[config.mk]
export PLATFORM = sky130hd
export DESIGN_NAME = wiper_pos_ctrl
export DESIGN_NICKNAME = d
export VERILOG_FILES = /design/src/rtl/wpc_pkg.sv /design/src/rtl/wpc_sync.sv /design/src/rtl/wpc_serial_fsm.sv /design/src/rtl/wpc_tap_decode.sv /design/src/rtl/wpc_power_fsm.sv /design/src/rtl/wiper_pos_ctrl.sv
export SDC_FILE = /design/constraint.sdc
export NUM_CORES = 1
export LEC_CHECK = 0
export ABC_AREA = 1
export BUFFER_PORTS_ARGS = -buffer_cell sky130_fd_sc_hd__buf_2
export CAP_MARGIN = 20
export CORE_AREA = 2 2 101 103
export CTS_CLUSTER_DIAMETER = 30
export DETAILED_ROUTE_END_ITERATION = 6
export DIE_AREA = 0 0 103 105
export PLACE_DENSITY = 0.63
export SLEW_MARGIN = 20
export SYNTH_ARGS = -nofsm -noshare
export SYNTH_HDL_FRONTEND = slang
export SYNTH_SLANG_ARGS = --single-unit
[constraint.sdc]
create_clock -name clk -period 3.8 [get_ports clk]
set_input_delay 0.57 -clock clk [delete_from_list [all_inputs] [get_ports clk]]
set_output_delay 0.57 -clock clk [all_outputs]
set_load 0.01 [all_outputs]
[src/rtl/wpc_pkg.sv]
package wpc_pkg;

    typedef enum logic [1:0] {
        SER_IDLE   = 2'd0,
        SER_ARMED  = 2'd1,
        SER_COMMIT = 2'd2
    } ser_state_e;

    typedef enum logic {
        PWR_ACTIVE   = 1'b0,
        PWR_SHUTDOWN = 1'b1
    } pwr_state_e;

    function automatic int word_bits(input bit full);
        return full ? 8 : 6;
    endfunction

    function automatic int tap_count(input bit full);
        return full ? 256 : 33;
    endfunction

    function automatic int mid_code(input bit full);
        return full ? 128 : 16;
    endfunction

endpackage

[src/rtl/wpc_sync.sv]
module wpc_sync #(
    parameter int          W       = 1,
    parameter logic [W-1:0] RST_VAL = '0
) (
    input  logic         clk,
    input  logic         rst_n,
    input  logic [W-1:0] d,
    output logic [W-1:0] q
);
    logic [W-1:0] stage1;

    always_ff @(posedge clk or negedge rst_n) begin
        if (!rst_n) begin
            stage1 <= RST_VAL;
            q      <= RST_VAL;
        end else begin
            stage1 <= d;
            q      <= stage1;
        end
    end
endmodule

[src/rtl/wpc_serial_fsm.sv]
module wpc_serial_fsm
    import wpc_pkg::*;
#(
    parameter int WORD_W   = 8,
    parameter int PRESET_V = 128
) (
    input  logic              clk,
    input  logic              rst_n,
    input  logic              cs_s,
    input  logic              sclk_s,
    input  logic              sdi_s,
    output ser_state_e        state,
    output logic [WORD_W-1:0] shift_q,
    output logic [WORD_W-1:0] pos_q
);
    ser_state_e next_state;
    logic       sclk_d;
    logic       sclk_rise;

    assign sclk_rise = sclk_s & ~sclk_d;

    always_comb begin
        next_state = state;
        unique case (state)
            SER_IDLE:   if (!cs_s) next_state = SER_ARMED;
            SER_ARMED:  if (cs_s)  next_state = SER_COMMIT;
            SER_COMMIT: next_state = cs_s ? SER_IDLE : SER_ARMED;
            default:    next_state = SER_IDLE;
        endcase
    end

    always_ff @(posedge clk or negedge rst_n) begin
        if (!rst_n) begin
            state <= SER_IDLE;
        end else begin
            state <= next_state;
        end
    end

    always_ff @(posedge clk or negedge rst_n) begin
        if (!rst_n) begin
            sclk_d  <= 1'b0;
            shift_q <= '0;
            pos_q   <= WORD_W'(PRESET_V);
        end else begin
            sclk_d <= sclk_s;
            if (state == SER_ARMED && !cs_s && sclk_rise) begin
                shift_q <= {shift_q[WORD_W-2:0], sdi_s};
            end
            if (state == SER_COMMIT) begin
                pos_q <= shift_q;
            end
        end
    end
endmodule

[src/rtl/wpc_tap_decode.sv]
module wpc_tap_decode #(
    parameter int WORD_W = 8,
    parameter int TAPS   = 256
) (
    input  logic [WORD_W-1:0] code,
    output logic [TAPS-1:0]   taps
);
    localparam int            CODE_SPAN = 1 << WORD_W;
    localparam logic [WORD_W-1:0] TOP   = WORD_W'(TAPS - 1);

    logic [WORD_W-1:0] eff_code;

    generate
        if (TAPS < CODE_SPAN) begin : g_saturate
            assign eff_code = (code > TOP) ? TOP : code;
        end else begin : g_direct
            assign eff_code = code;
        end
    endgenerate

    generate
        for (genvar i = 0; i < TAPS; i++) begin : g_tap
            assign taps[i] = (eff_code == WORD_W'(i));
        end
    endgenerate
endmodule

[src/rtl/wpc_power_fsm.sv]
module wpc_power_fsm
    import wpc_pkg::*;
#(
    parameter int TAPS = 256
) (
    input  logic            clk,
    input  logic            rst_n,
    input  logic            shdn_s,
    input  logic [TAPS-1:0] taps_in,
    output logic [TAPS-1:0] tap_sel,
    output logic            wiper_b_short,
    output logic            a_switch_open
);
    pwr_state_e state;
    pwr_state_e next_state;

    always_comb begin
        next_state = state;
        unique case (state)
            PWR_ACTIVE:   if (!shdn_s) next_state = PWR_SHUTDOWN;
            PWR_SHUTDOWN: if (shdn_s)  next_state = PWR_ACTIVE;
            default:      next_state = PWR_ACTIVE;
        endcase
    end

    always_ff @(posedge clk or negedge rst_n) begin
        if (!rst_n) begin
            state <= PWR_ACTIVE;
        end else begin
            state <= next_state;
        end
    end

    always_comb begin
        unique case (state)
            PWR_SHUTDOWN: begin
                tap_sel       = '0;
                wiper_b_short = 1'b1;
                a_switch_open = 1'b1;
            end
            default: begin
                tap_sel       = taps_in;
                wiper_b_short = 1'b0;
                a_switch_open = 1'b0;
            end
        endcase
    end
endmodule

[src/rtl/wiper_pos_ctrl.sv]
module wiper_pos_ctrl
    import wpc_pkg::*;
#(
    parameter bit FULL_LADDER = 1'b1,
    localparam int WORD_W = word_bits(FULL_LADDER),
    localparam int TAPS   = tap_count(FULL_LADDER)
) (
    input  logic            clk,
    input  logic            rst_n,
    input  logic            cs_n,
    input  logic            sclk,
    input  logic            sdi,
    input  logic            shdn_n,
    output logic [TAPS-1:0] tap_sel,
    output logic            wiper_b_short,
    output logic            a_switch_open
);
    localparam int PRESET_V = mid_code(FULL_LADDER);

    logic [3:0]        pins_s;
    logic              cs_s, sclk_s, sdi_s, shdn_s;
    ser_state_e        ser_state;
    logic [WORD_W-1:0] shift_q;
    logic [WORD_W-1:0] pos_q;
    logic [TAPS-1:0]   taps_raw;

    wpc_sync #(.W(4), .RST_VAL(4'b1001)) u_sync (
        .clk   (clk),
        .rst_n (rst_n),
        .d     ({cs_n, sclk, sdi, shdn_n}),
        .q     (pins_s)
    );

    assign {cs_s, sclk_s, sdi_s, shdn_s} = pins_s;

    wpc_serial_fsm #(.WORD_W(WORD_W), .PRESET_V(PRESET_V)) u_serial (
        .clk     (clk),
        .rst_n   (rst_n),
        .cs_s    (cs_s),
        .sclk_s  (sclk_s),
        .sdi_s   (sdi_s),
        .state   (ser_state),
        .shift_q (shift_q),
        .pos_q   (pos_q)
    );

    wpc_tap_decode #(.WORD_W(WORD_W), .TAPS(TAPS)) u_decode (
        .code (pos_q),
        .taps (taps_raw)
    );

    wpc_power_fsm #(.TAPS(TAPS)) u_power (
        .clk           (clk),
        .rst_n         (rst_n),
        .shdn_s        (shdn_s),
        .taps_in       (taps_raw),
        .tap_sel       (tap_sel),
        .wiper_b_short (wiper_b_short),
        .a_switch_open (a_switch_open)
    );
endmodule

==> out/results.txt <==
fin. max-slew vios - 0
switch share - 46.36%
min cycle time layout - 2.667 ns
Min-Delay Path Class - input port to async pin
Post-DP HPWL - 9.981 mm
CP startpoint - u_power.state
DRC - 0
RSZ-0062 raised after global routing - false
Final Hold Fails - 0
P_leak - 2.263 nW
status - completed
setup TNS - 0 ns
worst path arrival time - 2.10 ns
Peak VDD IR - 0.0002318 V
diode count - 0
Final setup viols - 0
DR WL/cell - 16.13 um
slew of the pin with the lowest slew margin - 0.7711 ns
GR Overflow Total - 0
Power Density - 266.9 mW/mm^2
Comb power frac - 41.3%
max-cap violation count - 0
Vias - 3785
fillcell total - 1090
Worst slew margin - 48.47%
CTS tree - built
most area-consuming cells after synthesis - nor2_1 39%, dfrtp_1 22%, nand2_1 7.5%
Worst-Skew Late Latency - 0.27 ns
1st-pass router iterations - 6
number of cell rows - 36
Die Span Y - 105 um
Area growth, synth to finish - 51.15%
Reg power frac - 36.8%
CP required - 3.23 ns
Port Buf Inserts - 263
Sink Count - 28
Synth Warn # - 0
io pins - 264
width of the die - 103 um
Net Sw Power - 0.4877 mW
full die area - 0.01082 mm^2
skew final - 0.002642 ns
Netlist cell types - 19
GP Congestion - 0.8046
CP cell instances - inv_1, buf_4, nand3_1, nor2_1, buf_2
Yosys top cell by area - nor2_1
Post-CTS Setup Bufs - 0
#FFs+latches synth - 28
Worst R2R Start - u_serial.state[1]
power share of the clock group - 21.8%
CP Capture Type - primary output
CTS clk-pin slew, worst paths - 0.09 ns
crit-path max cell delay - 0.43 ns
Setup crit start kind - flip-flop
share of layout cells above drive strength 1 - 44.26%
top-area cell type share of the netlist area - 38.72%
register area share after synthesis - 27.11%
maximum level of the CTS H-tree - 1
Detail Route Antenna Nets - 0
first-pass GRT wire length - 17.74 mm
Max Freq - 375.0 MHz
CP max-delay cell - nand3_1
CTS buffer count - 3
synthesized area - 0.002608 mm^2
Register-to-Register Path Depth - 4
crit path to - tap_sel[176]
P_int - 0.5642 mW
DR iter-0 viols - 386
Clk Tree Root Cell - clkbuf_8
fin crit share - 70.18%
initial antenna violation count - 0
core area - 0.009639 mm^2
reg2reg end - u_serial.shift_q[2]
clk buf depth - 2
vias per cell - 4.656
synthesized area per cell - 5.820 um^2
total track usage - 21.35%
pre-CTS WS - 1.458 ns
overall routed net length - 13.11 mm
vias in the first global route - 3029
fin util - 40.89%
most frequent cells in the layout - 269 x nor2_1, 263 x buf_2, 52 x nand2_1
Syn Nets - 454
worst setup margin - 1.133 ns
initial core utilization - 27.05%
post_cts resized - 0
most common cell after layout, fill and taps aside - nor2_1
CP Class - flip-flop to primary output
hold_buf cts - 0
cell count after synthesis - 448
largest net degree at the start of global routing - 29
worst-path fanout max - 13
r2r setup slk - 2.25 ns
post-layout net count - 687
## flip-flops by register name, indices dropped and copies added, names as in the netlist
| signal | count |
|---|---|
| u_power.state | 1 |
| u_serial.pos_q | 8 |
| u_serial.sclk_d | 1 |
| u_serial.shift_q | 8 |
| u_serial.state | 2 |
| u_sync.q | 4 |
| u_sync.stage1 | 4 |
## worst max-delay path, delay by kind of cell (launching register included)
kind	cells	cell delay, ns
and+or+nand+nor	2	0.66
buffers and inverters	3	0.77
DFF	1	0.40
## cells by family after synthesis
group                  Yosys count  share of synthesized area, %
buffers and inverters           51                         10.89
AOI/OAI and AO/OA                9                         1.727
DFF                             28                         27.11
and+or+nand+nor                360                         60.27
## per-layer routing
metal | wire length, um | vias up | global-route usage (%)
met4 | 231 | 0 | 4.041
met1 | 5177 | 1747 | 26.43
met5 | 0 | - | 0
met3 | 938 | 19 | 2.140
li1 | - | 1818 | -
met2 | 6768 | 201 | 39.42
## worst min path at each step
| stage | to | slack (ns) | startpoint |
|---|---|---|---|
| CTS | u_sync.stage1[1] | 0.31 | rst_n |
| global placement | u_sync.q[1] | 0.33 | u_sync.stage1[1] |
| floorplan | u_power.state | 0.27 | rst_n |
| global route | u_sync.stage1[1] | 0.34 | rst_n |
| finish | u_sync.stage1[1] | 0.30 | rst_n |
| detailed placement | u_sync.q[1] | 0.34 | u_sync.stage1[1] |
## metrics by stage
| stage | cells | power, mW | cell area (um^2) | hold WS [ns] |
|---|---|---|---|---|
| after floorplan | 448 | 0.7060 | 2608 | 0.2744 |
| after global placement | 809 | 0.8179 | 3870 | 0.3338 |
| after detailed placement | 809 | 0.8269 | 3870 | 0.3379 |
| after CTS | 813 | 1.059 | 3941 | 0.3073 |
| after global routing | 813 | 1.110 | 3941 | 0.3401 |
| final | 813 | 1.052 | 3941 | 0.2976 |
## layout make-up
| class | count | area [um^2] | share of cell area, % |
|---|---|---|---|
| Clock inverter | 1 | 30.03 | 0.7619 |
| Timing Repair Buffer | 264 | 1324 | 33.59 |
| Inverter | 15 | 56.30 | 1.429 |
| Clock buffer | 3 | 41.29 | 1.048 |
| Tap cell | 133 | 166.4 | 4.222 |
| Sequential cell | 28 | 706.9 | 17.94 |
| Multi-Input combinational cell | 369 | 1617 | 41.02 |
## Yosys cell counts
cell type and number:
a21oi_1 9, buf_1 3, buf_2 14, buf_4 2, buf_6 9, clkbuf_1 8, dfrtp_1 23, dfstp_2 5
inv_1 9, inv_2 6, nand2_1 52, nand3_1 8, nand3_2 6, nand3_4 7, nand4_1 8, nor2_1 269
nor2_2 3, nor2_4 6, nor3b_1 1
## power groups by stage
stage	Clock (mW)	Sequential, mW	Combinational (mW)
after CTS	0.237	0.387	0.435
after global placement	0	0.391	0.427
after global routing	0.244	0.396	0.470
after floorplan	0	0.385	0.321
after detailed placement	0	0.392	0.434
final	0.230	0.388	0.435
Note: power is estimated with default switching activity, not from simulation.
